<file path="config.mk">
export PLATFORM = sky130hd
export DESIGN_NAME = dlink_rx
export DESIGN_NICKNAME = d
export VERILOG_FILES = /design/src/rtl/dlrx_pkg.sv /design/src/rtl/hdlc_deframer.sv /design/src/rtl/bos_detect.sv /design/src/rtl/msg_buf.sv /design/src/rtl/dlink_rx.sv
export SDC_FILE = /design/constraint.sdc
export NUM_CORES = 2
export LEC_CHECK = 0
export CAP_MARGIN = 20
export CORE_MARGIN = 4
export CORE_UTILIZATION = 35
export CTS_BUF_LIST = sky130_fd_sc_hd__clkbuf_2 sky130_fd_sc_hd__clkbuf_4 sky130_fd_sc_hd__clkbuf_8
export CTS_CLUSTER_SIZE = 12
export DETAILED_ROUTE_END_ITERATION = 7
export GPL_TIMING_DRIVEN = 0
export SETUP_SLACK_MARGIN = 0.15
export SLEW_MARGIN = 5
export SYNTH_ARGS = -nofsm -noshare
export SYNTH_HDL_FRONTEND = slang
export SYNTH_HIERARCHICAL = 1
export SYNTH_SLANG_ARGS = --single-unit
</file>
<file path="constraint.sdc">
create_clock -name clk -period 4.3 [get_ports clk]
set_input_delay 1.29 -clock clk [delete_from_list [all_inputs] [get_ports clk]]
set_output_delay 1.29 -clock clk [all_outputs]
set_load 0.02 [all_outputs]
</file>
<file path="src/rtl/dlrx_pkg.sv">
package dlrx_pkg;

    localparam int LEN_W   = 7;
    localparam int CODE_W  = 6;
    localparam int BYTE_W  = 8;
    localparam int CW_W    = 16;

    localparam logic [15:0] CRC_SEED = 16'hFFFF;
    localparam logic [15:0] CRC_GOOD = 16'hF0B8;
    localparam logic [15:0] CRC_POLY = 16'h8408;

    typedef struct packed {
        logic [2:0]        ones;
        logic              sync;
        logic [BYTE_W-1:0] sh;
        logic [2:0]        bcnt;
        logic              byte_stb;
        logic [BYTE_W-1:0] byte_val;
        logic              flag_stb;
        logic              flag_al;
        logic              abort_stb;
    } dfr_state_t;

    typedef struct packed {
        logic [CW_W-1:0]   sr;
        logic              have;
        logic [CODE_W-1:0] code;
        logic [LEN_W-1:0]  run;
        logic              stb;
    } bos_state_t;

    typedef struct packed {
        logic              ptr;
        logic [LEN_W-1:0]  len;
        logic [LEN_W-1:0]  cnt;
        logic [15:0]       crc;
        logic              active;
        logic              ovf;
        logic              eot;
    } ctl_state_t;

    function automatic logic [15:0] crc16_byte(input logic [15:0] c, input logic [7:0] b);
        logic [15:0] r;
        r = c;
        for (int i = 0; i < 8; i++) begin
            if (r[0] ^ b[i]) r = (r >> 1) ^ CRC_POLY;
            else             r = r >> 1;
        end
        return r;
    endfunction

endpackage

</file>
<file path="src/rtl/hdlc_deframer.sv">
module hdlc_deframer
    import dlrx_pkg::*;
(
    input  logic              clk,
    input  logic              rst_n,
    input  logic              bit_en,
    input  logic              bit_in,
    output logic              byte_stb,
    output logic [BYTE_W-1:0] byte_val,
    output logic              flag_stb,
    output logic              flag_al,
    output logic              abort_stb
);

    dfr_state_t q, d;
    logic       do_shift;
    logic [BYTE_W-1:0] shifted;

    always_comb begin
        d           = q;
        d.byte_stb  = 1'b0;
        d.flag_stb  = 1'b0;
        d.flag_al   = 1'b0;
        d.abort_stb = 1'b0;
        do_shift    = 1'b0;
        shifted     = {bit_in, q.sh[BYTE_W-1:1]};
        if (bit_en) begin
            if (bit_in) begin
                if (q.ones == 3'd6) begin
                    d.abort_stb = q.sync;
                    d.sync      = 1'b0;
                    d.ones      = 3'd7;
                end else if (q.ones != 3'd7) begin
                    d.ones   = q.ones + 3'd1;
                    do_shift = 1'b1;
                end
            end else begin
                d.ones = 3'd0;
                if (q.ones == 3'd6) begin
                    d.flag_stb = 1'b1;
                    d.flag_al  = q.sync && (q.bcnt == 3'd7);
                    d.sync     = 1'b1;
                    d.bcnt     = 3'd0;
                end else if (q.ones != 3'd5 && q.ones != 3'd7) begin
                    do_shift = 1'b1;
                end
            end
        end
        if (do_shift && q.sync) begin
            d.sh = shifted;
            if (q.bcnt == 3'd7) begin
                d.byte_stb = 1'b1;
                d.byte_val = shifted;
                d.bcnt     = 3'd0;
            end else begin
                d.bcnt = q.bcnt + 3'd1;
            end
        end
    end

    always_ff @(posedge clk) begin
        if (!rst_n) q <= '0;
        else        q <= d;
    end

    assign byte_stb  = q.byte_stb;
    assign byte_val  = q.byte_val;
    assign flag_stb  = q.flag_stb;
    assign flag_al   = q.flag_al;
    assign abort_stb = q.abort_stb;

endmodule

</file>
<file path="src/rtl/bos_detect.sv">
module bos_detect
    import dlrx_pkg::*;
(
    input  logic              clk,
    input  logic              rst_n,
    input  logic              bit_en,
    input  logic              bit_in,
    output logic              match_stb,
    output logic [CODE_W-1:0] match_code,
    output logic [LEN_W-1:0]  run_len
);

    localparam logic [LEN_W-1:0] RUN_MAX = '1;

    bos_state_t q, d;
    logic [CW_W-1:0]   sr_n;
    logic [CODE_W-1:0] code_n;

    always_comb begin
        d      = q;
        d.stb  = 1'b0;
        sr_n   = {q.sr[CW_W-2:0], bit_in};
        code_n = sr_n[CODE_W:1];
        if (bit_en) begin
            if (sr_n[CW_W-1:CW_W-8] == 8'hFF && !sr_n[CW_W-9] && !sr_n[0]) begin
                d.sr   = '0;
                d.stb  = 1'b1;
                d.have = 1'b1;
                d.code = code_n;
                if (q.have && code_n == q.code)
                    d.run = (q.run == RUN_MAX) ? RUN_MAX : q.run + 1'b1;
                else
                    d.run = LEN_W'(1);
            end else begin
                d.sr = sr_n;
            end
        end
    end

    always_ff @(posedge clk) begin
        if (!rst_n) q <= '0;
        else        q <= d;
    end

    assign match_stb  = q.stb;
    assign match_code = q.code;
    assign run_len    = q.run;

endmodule

</file>
<file path="src/rtl/msg_buf.sv">
module msg_buf #(
    parameter int AW = 7,
    parameter int DW = 8
) (
    input  logic          clk,
    input  logic          wr_en,
    input  logic          wr_bank,
    input  logic [AW-1:0] wr_addr,
    input  logic [DW-1:0] wr_data,
    input  logic          rd_bank,
    input  logic [AW-1:0] rd_addr,
    output logic [DW-1:0] rd_data
);

    localparam int DEPTH = 1 << AW;

    logic [DW-1:0] bank_rd [2];
    logic [DW-1:0] rd_q;

    for (genvar g = 0; g < 2; g++) begin : g_bank
        logic [DW-1:0] mem [DEPTH];
        always_ff @(posedge clk) begin
            if (wr_en && wr_bank == 1'(g)) mem[wr_addr] <= wr_data;
        end
        assign bank_rd[g] = mem[rd_addr];
    end

    always_ff @(posedge clk) rd_q <= bank_rd[rd_bank];

    assign rd_data = rd_q;

endmodule

</file>
<file path="src/rtl/dlink_rx.sv">
module dlink_rx
    import dlrx_pkg::*;
(
    input  logic              clk,
    input  logic              rst_n,
    input  logic              bit_en,
    input  logic              bit_in,
    input  logic              mode_bos,
    input  logic [LEN_W-1:0]  rep_limit,
    input  logic              rd_bank,
    input  logic [LEN_W-1:0]  rd_addr,
    output logic [BYTE_W-1:0] rd_data,
    output logic [LEN_W:0]    stat_rd,
    output logic [CODE_W-1:0] bos_code,
    output logic              eot_irq,
    output logic              ovf_flag
);

    localparam logic [LEN_W-1:0] LEN_MAX = '1;
    localparam logic [LEN_W-1:0] LEN_MIN = LEN_W'(3);

    logic              byte_stb, flag_stb, flag_al, abort_stb;
    logic [BYTE_W-1:0] byte_val;
    logic              bos_stb;
    logic [LEN_W-1:0]  bos_run;
    logic              wr_en;

    ctl_state_t q, d;

    hdlc_deframer u_dfr (
        .clk(clk), .rst_n(rst_n), .bit_en(bit_en), .bit_in(bit_in),
        .byte_stb(byte_stb), .byte_val(byte_val),
        .flag_stb(flag_stb), .flag_al(flag_al), .abort_stb(abort_stb)
    );

    bos_detect u_bos (
        .clk(clk), .rst_n(rst_n), .bit_en(bit_en), .bit_in(bit_in),
        .match_stb(bos_stb), .match_code(bos_code), .run_len(bos_run)
    );

    msg_buf #(.AW(LEN_W), .DW(BYTE_W)) u_buf (
        .clk(clk), .wr_en(wr_en), .wr_bank(~q.ptr), .wr_addr(q.cnt),
        .wr_data(byte_val), .rd_bank(rd_bank), .rd_addr(rd_addr),
        .rd_data(rd_data)
    );

    always_comb begin
        d     = q;
        d.eot = 1'b0;
        wr_en = 1'b0;
        if (!mode_bos) begin
            if (abort_stb) d.active = 1'b0;
            if (byte_stb && q.active) begin
                if (q.cnt == LEN_MAX) begin
                    d.active = 1'b0;
                    d.ovf    = 1'b1;
                end else begin
                    wr_en = 1'b1;
                    d.cnt = q.cnt + 1'b1;
                    d.crc = crc16_byte(q.crc, byte_val);
                end
            end
            if (flag_stb) begin
                if (q.active && flag_al && q.cnt >= LEN_MIN && q.crc == CRC_GOOD) begin
                    d.ptr = ~q.ptr;
                    d.len = q.cnt;
                    d.eot = 1'b1;
                    d.ovf = 1'b0;
                end
                d.active = 1'b1;
                d.cnt    = '0;
                d.crc    = CRC_SEED;
            end
        end else begin
            d.active = 1'b0;
            if (bos_stb && rep_limit != '0 && bos_run == rep_limit) d.eot = 1'b1;
        end
    end

    always_ff @(posedge clk) begin
        if (!rst_n) q <= '0;
        else        q <= d;
    end

    assign stat_rd  = {q.ptr, mode_bos ? rep_limit : q.len};
    assign eot_irq  = q.eot;
    assign ovf_flag = q.ovf;

endmodule

</file>
# ---- After elaboration in Yosys (flattened, before gate mapping)
# Memory sizes are Yosys's and may differ from the RTL's.
# Index checks and enable logic that the tools add are counted.
dict set report totals {
  memories 2
  ff_bits 99
  output_inout_bits 24
  wordCells 168
  ram_bits 2048
}
# memory depth word_bits read_ports rd_clocked_by_memory_dff wr line
set memory_table {}
lappend memory_table {{u_buf.g_bank[0].mem} 128 8 1 0 1 msg_buf.sv:21} ;# logic [DW-1:0] mem [DEPTH];
lappend memory_table {{u_buf.g_bank[1].mem} 128 8 1 0 1 msg_buf.sv:21}
dict set report classes {
  eq_ne 13
  n_bitwise 22
  order_cmp 2
  addsub 4
  reduce_logical 33
  muxes 70
}
# op n
set op_table {}
lappend op_table {{two-way mux 16 bit} 29}
lappend op_table {{two-way mux 26 bit} 1}
lappend op_table {{two-way mux 25 bit} 1}
lappend op_table {{two-way mux 8 bit} 3}
lappend op_table {{NOT 2 -> 3 bit} 8}
lappend op_table {{two-way mux 23 bit} 1}
lappend op_table {{two-way mux 7 bit} 3}
lappend op_table {{two-way mux 1 bit} 19}
lappend op_table {{two-way mux 3 bit} 6}
lappend op_table {{equality test 16 bit (second input constant)} 1}
lappend op_table {{two-way mux 15 bit} 1}
lappend op_table {{adder 7 x 1 -> 7 bit (second input constant)} 2}
lappend op_table {{equality test 7 bit (second input constant)} 2}
lappend op_table {{logical AND 1 bit} 14}
lappend op_table {{two-way mux 12 bit} 1}
lappend op_table {{AND reduction 2 bit} 6}
lappend op_table {{two-way mux 9 bit} 1}
lappend op_table {{AND reduction 3 bit} 3}
lappend op_table {{equality test 8 bit (second input constant)} 1}
lappend op_table {{XOR 1 bit} 8}
lappend op_table {{equality test 7 bit} 1}
lappend op_table {{>= comparator 7 x 2 -> 1 bit (second input constant)} 1}
lappend op_table {{nonzero test 7 bit} 1}
lappend op_table {{adder 3 x 1 -> 3 bit (second input constant)} 2}
lappend op_table {{other kinds (16)} 28}

# ---- Logic depth before layout (Yosys ltp)
dict set report logic_depth {
  depth_word 42
  ltp_mapped 12
  ltp_nobuf 7
}

# ---- Hierarchy
# Netlist, hierarchy kept.
# module cells_per_inst instances area_each_um2 seq_area_each_um2
set modules_own_cells {}
lappend modules_own_cells {msg_buf 3750 1 80130.6 61659.1}
lappend modules_own_cells {dlink_rx 206 1 1905.6 680.7}
lappend modules_own_cells {bos_detect 148 1 1395.1 600.6}
lappend modules_own_cells {hdlc_deframer 125 1 1103.6 520.5}

# ---- Least setup slack after synthesis
# Ideal clock, no wire load.
dict set report synth_timing {
  path_kind {input -> register}
  start {in mode_bos}
  end {mem u_buf.g_bank[0].mem[101][0], enable pin}
  setup_time_ps 370
  path_stages 7
  required_ps 3930
  t_arrival_ps 3162
  slack_ps 768
  cell_sequence {and3b_1 > a21boi_4 > buf_6 > nor3b_1 > nand3_1 > clkbuf_1 > nor2_1}
}
dict set report synth_between {
  elab_chain_cells 4
}
# item line
set synth_rtl {}
lappend synth_rtl {{start: declaration} dlink_rx.sv:8} ;# input logic mode_bos,
lappend synth_rtl {{two-way mux 1 bit} dlink_rx.sv:51} ;# if (!mode_bos) begin
lappend synth_rtl {{net wr_en} dlink_rx.sv:26} ;# logic wr_en;
lappend synth_rtl {{logical AND 1 bit} msg_buf.sv:23} ;# if (wr_en && wr_bank == 1'(g)) mem[wr_addr] <= wr_data;
lappend synth_rtl {{two-way mux 1 bit} msg_buf.sv:23}
lappend synth_rtl {{two-way mux 1 bit (not written as such)} msg_buf.sv:23}
lappend synth_rtl {{end: declaration} msg_buf.sv:21}
# The timed path passes the listed nets, and every way through them passes these cells.

# ---- Final worst setup path
dict set report layout_timing {
  start {in rd_addr[1]}
  end {reg u_buf.rd_q[6], in the netlist u_buf/rd_data[6]}
}
dict set report layout_between {
  elab_chain_cells 4
  word_cells_on_any_way 5
  classes_between {mux (3); memory (2)}
}
# item line
set layout_rtl {}
lappend layout_rtl {{start: declaration} dlink_rx.sv:11} ;# input logic [LEN_W-1:0] rd_addr,
lappend layout_rtl {{memory (128 x 8 bit)} n/a}
lappend layout_rtl {{two-way mux 8 bit (not written as such) * (3 in a row)} msg_buf.sv:28} ;# always_ff @(posedge clk) rd_q <= bank_rd[rd_bank];
lappend layout_rtl {{end signal: assignment} msg_buf.sv:28}
lappend layout_rtl {{end: declaration} msg_buf.sv:18} ;# logic [DW-1:0] rd_q;
# Every way passes the cells marked *; elsewhere a longest branch is shown, timed or not. The select of a mux whose other input is x is not followed.
# A chain may end at the register's enable or synchronous reset.

==> metrics.md <==
| Metric | Value |
|---|---|
| Status | `finished with violations` |
| Failing checks | `negative setup slack` |
| Area share of fa/ha/maj cells after synthesis | `0.00104` |
| Max-cap violations | `0` |
| Antenna viol nets, final | `0` |
| Tot GR Track Use | `0.197` |
| Layout area overhead | `15.0%` |
| DRC violations left | `0` |
| Share of async-settable or async-resettable flops after synthesis | `0` |
| First-pass GRT wire length | `346000 um` |
| Leak pwr | `0.0359 uW` |
| Maximum number of buffers from clock root to sink | `4` |
| Later-pin clock latency in the skew report | `between 1000 and 1500 ps` |
| Part of the Yosys area used for sequential elements | `0.751` |
| Post-synthesis simple-gate area fraction | `0.0336` |
| Biggest area contributors in the synthesized netlist | `sky130_fd_sc_hd__edfxtp_1 (73%), sky130_fd_sc_hd__mux4_2 (10%), sky130_fd_sc_hd__mux2i_1 (2.4%), sky130_fd_sc_hd__dfxtp_1 (2.3%), sky130_fd_sc_hd__mux4_1 (1.8%)` |
| Flip-flop and latch count after synthesis | `2146` |
| Capture instance of the worst register-to-register path | `u_buf/g_bank[0].mem[89][3]$_DFFE_PP_` |
| Fraction of final layout cells with drive strength greater than 1 | `0.280` |
| Maximum number of pins on one net before global-route repair | `~140` |
| Critical path launch point | `rd_addr[1]` |
| Ys Warns | `6` |
| CP max FO | `10` |
| Sort of element at the start of the critical path | `input port` |
| Proportion of synthesized area in mux cells | `0.146` |
| Switching Share | `0.217` |
| Number of input and output port buffers inserted | `41` |
| Area fraction in compound gates after synthesis | `0.0399` |
| Xor/xnor share of the synthesized area | `0.00383` |
| Core Area | `241000 sq um` |
| Number of global-route vias before repair | `44.9k` |
| Iter 0 DRT Violations | `slightly above 6k` |
| CTS tree | `built` |
| RSZ-0062 raised after global routing | `true` |
| Main combinational cell family by area after synthesis | `multiplexers` |
| Hold_buf cts | `0` |
| Via count | `45.9k` |
| Netlist area before placement | `84500 sq um` |
| Die area | `249000 sq um` |
| Number of enable-type register cells in the synthesized netlist | `2048` |
| Sequential power share | `0.551` |
| Critical setup path kind | `in -> reg` |
| Synthesized netlist cell count | `4229` |
| Dominant synthesized flop cell | `sky130_fd_sc_hd__edfxtp_1` |
| Critical path capture point type | `flip-flop` |
| Final setup skew | `around 98 ps` |
| Most common cell in the netlist | `sky130_fd_sc_hd__edfxtp_1` |
| Number of buffers inserted during clock tree synthesis | `357` |
| Total Routed Length | `251000 um` |
| Peak supply drop | `279 uV` |
| Initial antenna violation count | `16` |
| HPWL after detailed placement | `164000 um` |
| Final WS setup | `-47.9 ps` |
| Post-layout min period | `4350 ps` |
| Clock input transition at the sequential cells of the worst setup and hold paths | `approximately 60 ps` |
| Share of Yosys cell area claimed by the top area cell type | `0.727` |
| Worst slew margin | `0.0692` |
| CP Capture Point | `u_buf/rd_data[6]$_DFF_P_` |
| Final global-route overflow total | `0` |
| Total number of placement rows | `180` |
| Pins over their slew limit | `0` |
| Min-Delay Path Class | `reg -> reg` |
| Required time of the critical path | `5180 ps` |
| Number of top-level pins | `44` |
| FMAX | `between 200 and 250 MHz` |
| Pwr Density | `421 nW/um^2` |
| Combinational share of power | `0.034` |
| Vias per cell | `5.67` |
| Fin util | `0.404` |
| Cell taking the most area after synthesis | `sky130_fd_sc_hd__edfxtp_1` |
| Worst-case hold slack | `466 ps` |
| Last weighted congestion value of the routability-driven placer | `0.896` |
| CTS H-Tree Depth | `5` |
| Pin slew with the least headroom to its limit | `1400 ps` |
| Layout net count | `4683` |
| Worst R2R Start | `q[19]$_SDFFE_PN0P_` |
| Switching power summed over all nets | `8870 uW` |
| Pwr Total | `40900 uW` |
| Int Pwr | `32100 uW` |
| Routed wire length per instance | `just over 30 um` |
| Fin crit share | `1.01` |
| Clock sink total | `2146` |
| Final hold violation count | `0` |
| Iteration count of the initial detailed-routing pass | `7` |
| Clock root cell | `sky130_fd_sc_hd__clkbuf_8` |
| Post-place setup slack | `-2270 ps` |
| Avg Synthesized Cell Area | `20.0 sq um` |
| Synth cell count leaders | `sky130_fd_sc_hd__edfxtp_1 (2048), sky130_fd_sc_hd__mux4_2 (385), sky130_fd_sc_hd__nor2_1 (320)` |
| Y dimension of the die | `between 400 and 500 um` |
| Count of cells along the worst register-to-register path | `10` |
| Arrival time of data at the critical path endpoint | `5230 ps` |
| Horizontal extent of the die | `499 um` |
| Reg-to-reg setup timing slack | `-20 ps` |
| # setup viols final | `19` |
| Yosys cell types | `just over 90` |
| Starting density of the core | `0.351` |
| Syn Nets | `4256` |
| Share of total power in the clock network | `0.415` |
| Hold Crit Depth | `2` |
==> layer usage <==
layer / up-vias / global-route usage / wire length (um)
met5: - / 0 / 13
met4: 2 / 0.0752 / 9950
met3: 473 / 0.0593 / 27900
li1: 18400 / - / -
met1: 24300 / 0.267 / 98700
met2: 2721 / 0.298 / 114000
==> placed cells by master, fill, tap and decap left out, types with 73 or more instances in the layout <==
cell type,Yosys,final
sky130_fd_sc_hd__a22oi_1,124,124
sky130_fd_sc_hd__edfxtp_1,2048,2048
sky130_fd_sc_hd__clkinv_1,1,91
sky130_fd_sc_hd__mux4_2,385,385
sky130_fd_sc_hd__nor2_2,0,73
sky130_fd_sc_hd__nor2_4,0,87
sky130_fd_sc_hd__nor2_1,320,160
sky130_fd_sc_hd__dfxtp_1,98,98
sky130_fd_sc_hd__nand2_1,132,120
sky130_fd_sc_hd__clkbuf_4,0,122
sky130_fd_sc_hd__a21oi_1,104,104
sky130_fd_sc_hd__mux2i_1,202,202
sky130_fd_sc_hd__clkbuf_8,8,380
==> power groups by stage <==
stage          combinational [uW]  clock [uW]  sequential [uW]
6_report                     1400       17000            22600
3_3_place_gp                 1340           0            23000
4_1_cts                      1370       17300            22600
5_1_grt                      1410       18300            22500
3_5_place_dp                 1350           0            23000
2_1_floorplan                 730           0            23000
==> worst min-delay path by stage <==
| stage | startpoint | end | slack [ps] |
|---|---|---|---|
| final | u_dfr/q[16]$_SDFFE_PN0P_ | u_dfr/byte_val[0]$_SDFFE_PN0P_ | 470 |
| after global routing | q[28]$_SDFFE_PN0P_ | q[28]$_SDFFE_PN0P_ | 510 |
| after floorplan | u_bos/q[14]$_SDFFE_PN0P_ | u_bos/q[14]$_SDFFE_PN0P_ | 430 |
| after detailed placement | u_dfr/q[21]$_SDFFE_PN0P_ | u_dfr/q[21]$_SDFFE_PN0P_ | 460 |
| after CTS | u_dfr/q[21]$_SDFFE_PN0P_ | u_dfr/q[21]$_SDFFE_PN0P_ | 480 |
| after global placement | u_bos/q[14]$_SDFFE_PN0P_ | u_bos/q[14]$_SDFFE_PN0P_ | 450 |
==> cells by family (layout without fill, tap and decap cells) <==
family,after synthesis,after routing
AND/OR/NAND/NOR,627,627
flip-flops,2146,2146
buffers and inverters,278,953
XOR/XNOR,37,37
adder cells (fa/ha/maj),7,7
other,0,8
AO/OA/AOI/OAI,480,480
multiplexers,654,654
==> worst max-delay path, cell delays in order <==
cell,delay [ps]
sky130_fd_sc_hd__buf_2,270
sky130_fd_sc_hd__buf_6,250
sky130_fd_sc_hd__buf_6,260
sky130_fd_sc_hd__buf_4,370
sky130_fd_sc_hd__clkbuf_1,880
sky130_fd_sc_hd__mux4_2,430
sky130_fd_sc_hd__a21oi_1,470
sky130_fd_sc_hd__a22oi_1,160
sky130_fd_sc_hd__a32oi_1,580
sky130_fd_sc_hd__nor4_2,190
==> area by class of cell <==
| type | count | area [sq um] |
|---|---|---|
| Multi-Input combinational cell | 1805 | 20000 |
| Buffer | 263 | 2190 |
| Inverter | 14 | 52.6 |
| Antenna cell | 8 | 20.0 |
| Sequential cell | 2146 | 63500 |
| Clock buffer | 484 | 5960 |
| Clock inverter | 123 | 589 |
| Tap cell | 3185 | 3990 |
| Timing Repair Buffer | 69 | 955 |
| Fill cell | 21400 | 143000 |
==> flip-flops by register name, summed over array words and instances, names as in the netlist, 6 cells and up <==
signal,cells
q,31
u_dfr/q,14
u_bos/run_len,7
u_buf/g_bank.mem,2048
u_bos/q,10
u_dfr/byte_val,8
u_buf/rd_data,8
u_bos/match_code,6
u_bos/code_n,6
==> per-stage QoR <==
step | area, sq um | TNS, ps | std cells
after global placement | 88900 | -2358750 | 7455
after floorplan | 84500 | 0 | 4229
after detailed placement | 89500 | -1994520 | 7481
after CTS | 96600 | -4510 | 8089
final | 97200 | -292 | 8097
after global routing | 97200 | -1740 | 8095
==> what timing repair did <==
item | CTS | global route
endpoints found under the setup margin | 1393 | 1446
pin swaps | 1 | 0
buffers inserted | 1 | 0
gates resized for setup | 198 | 138
(Power assumes the default switching activity.)
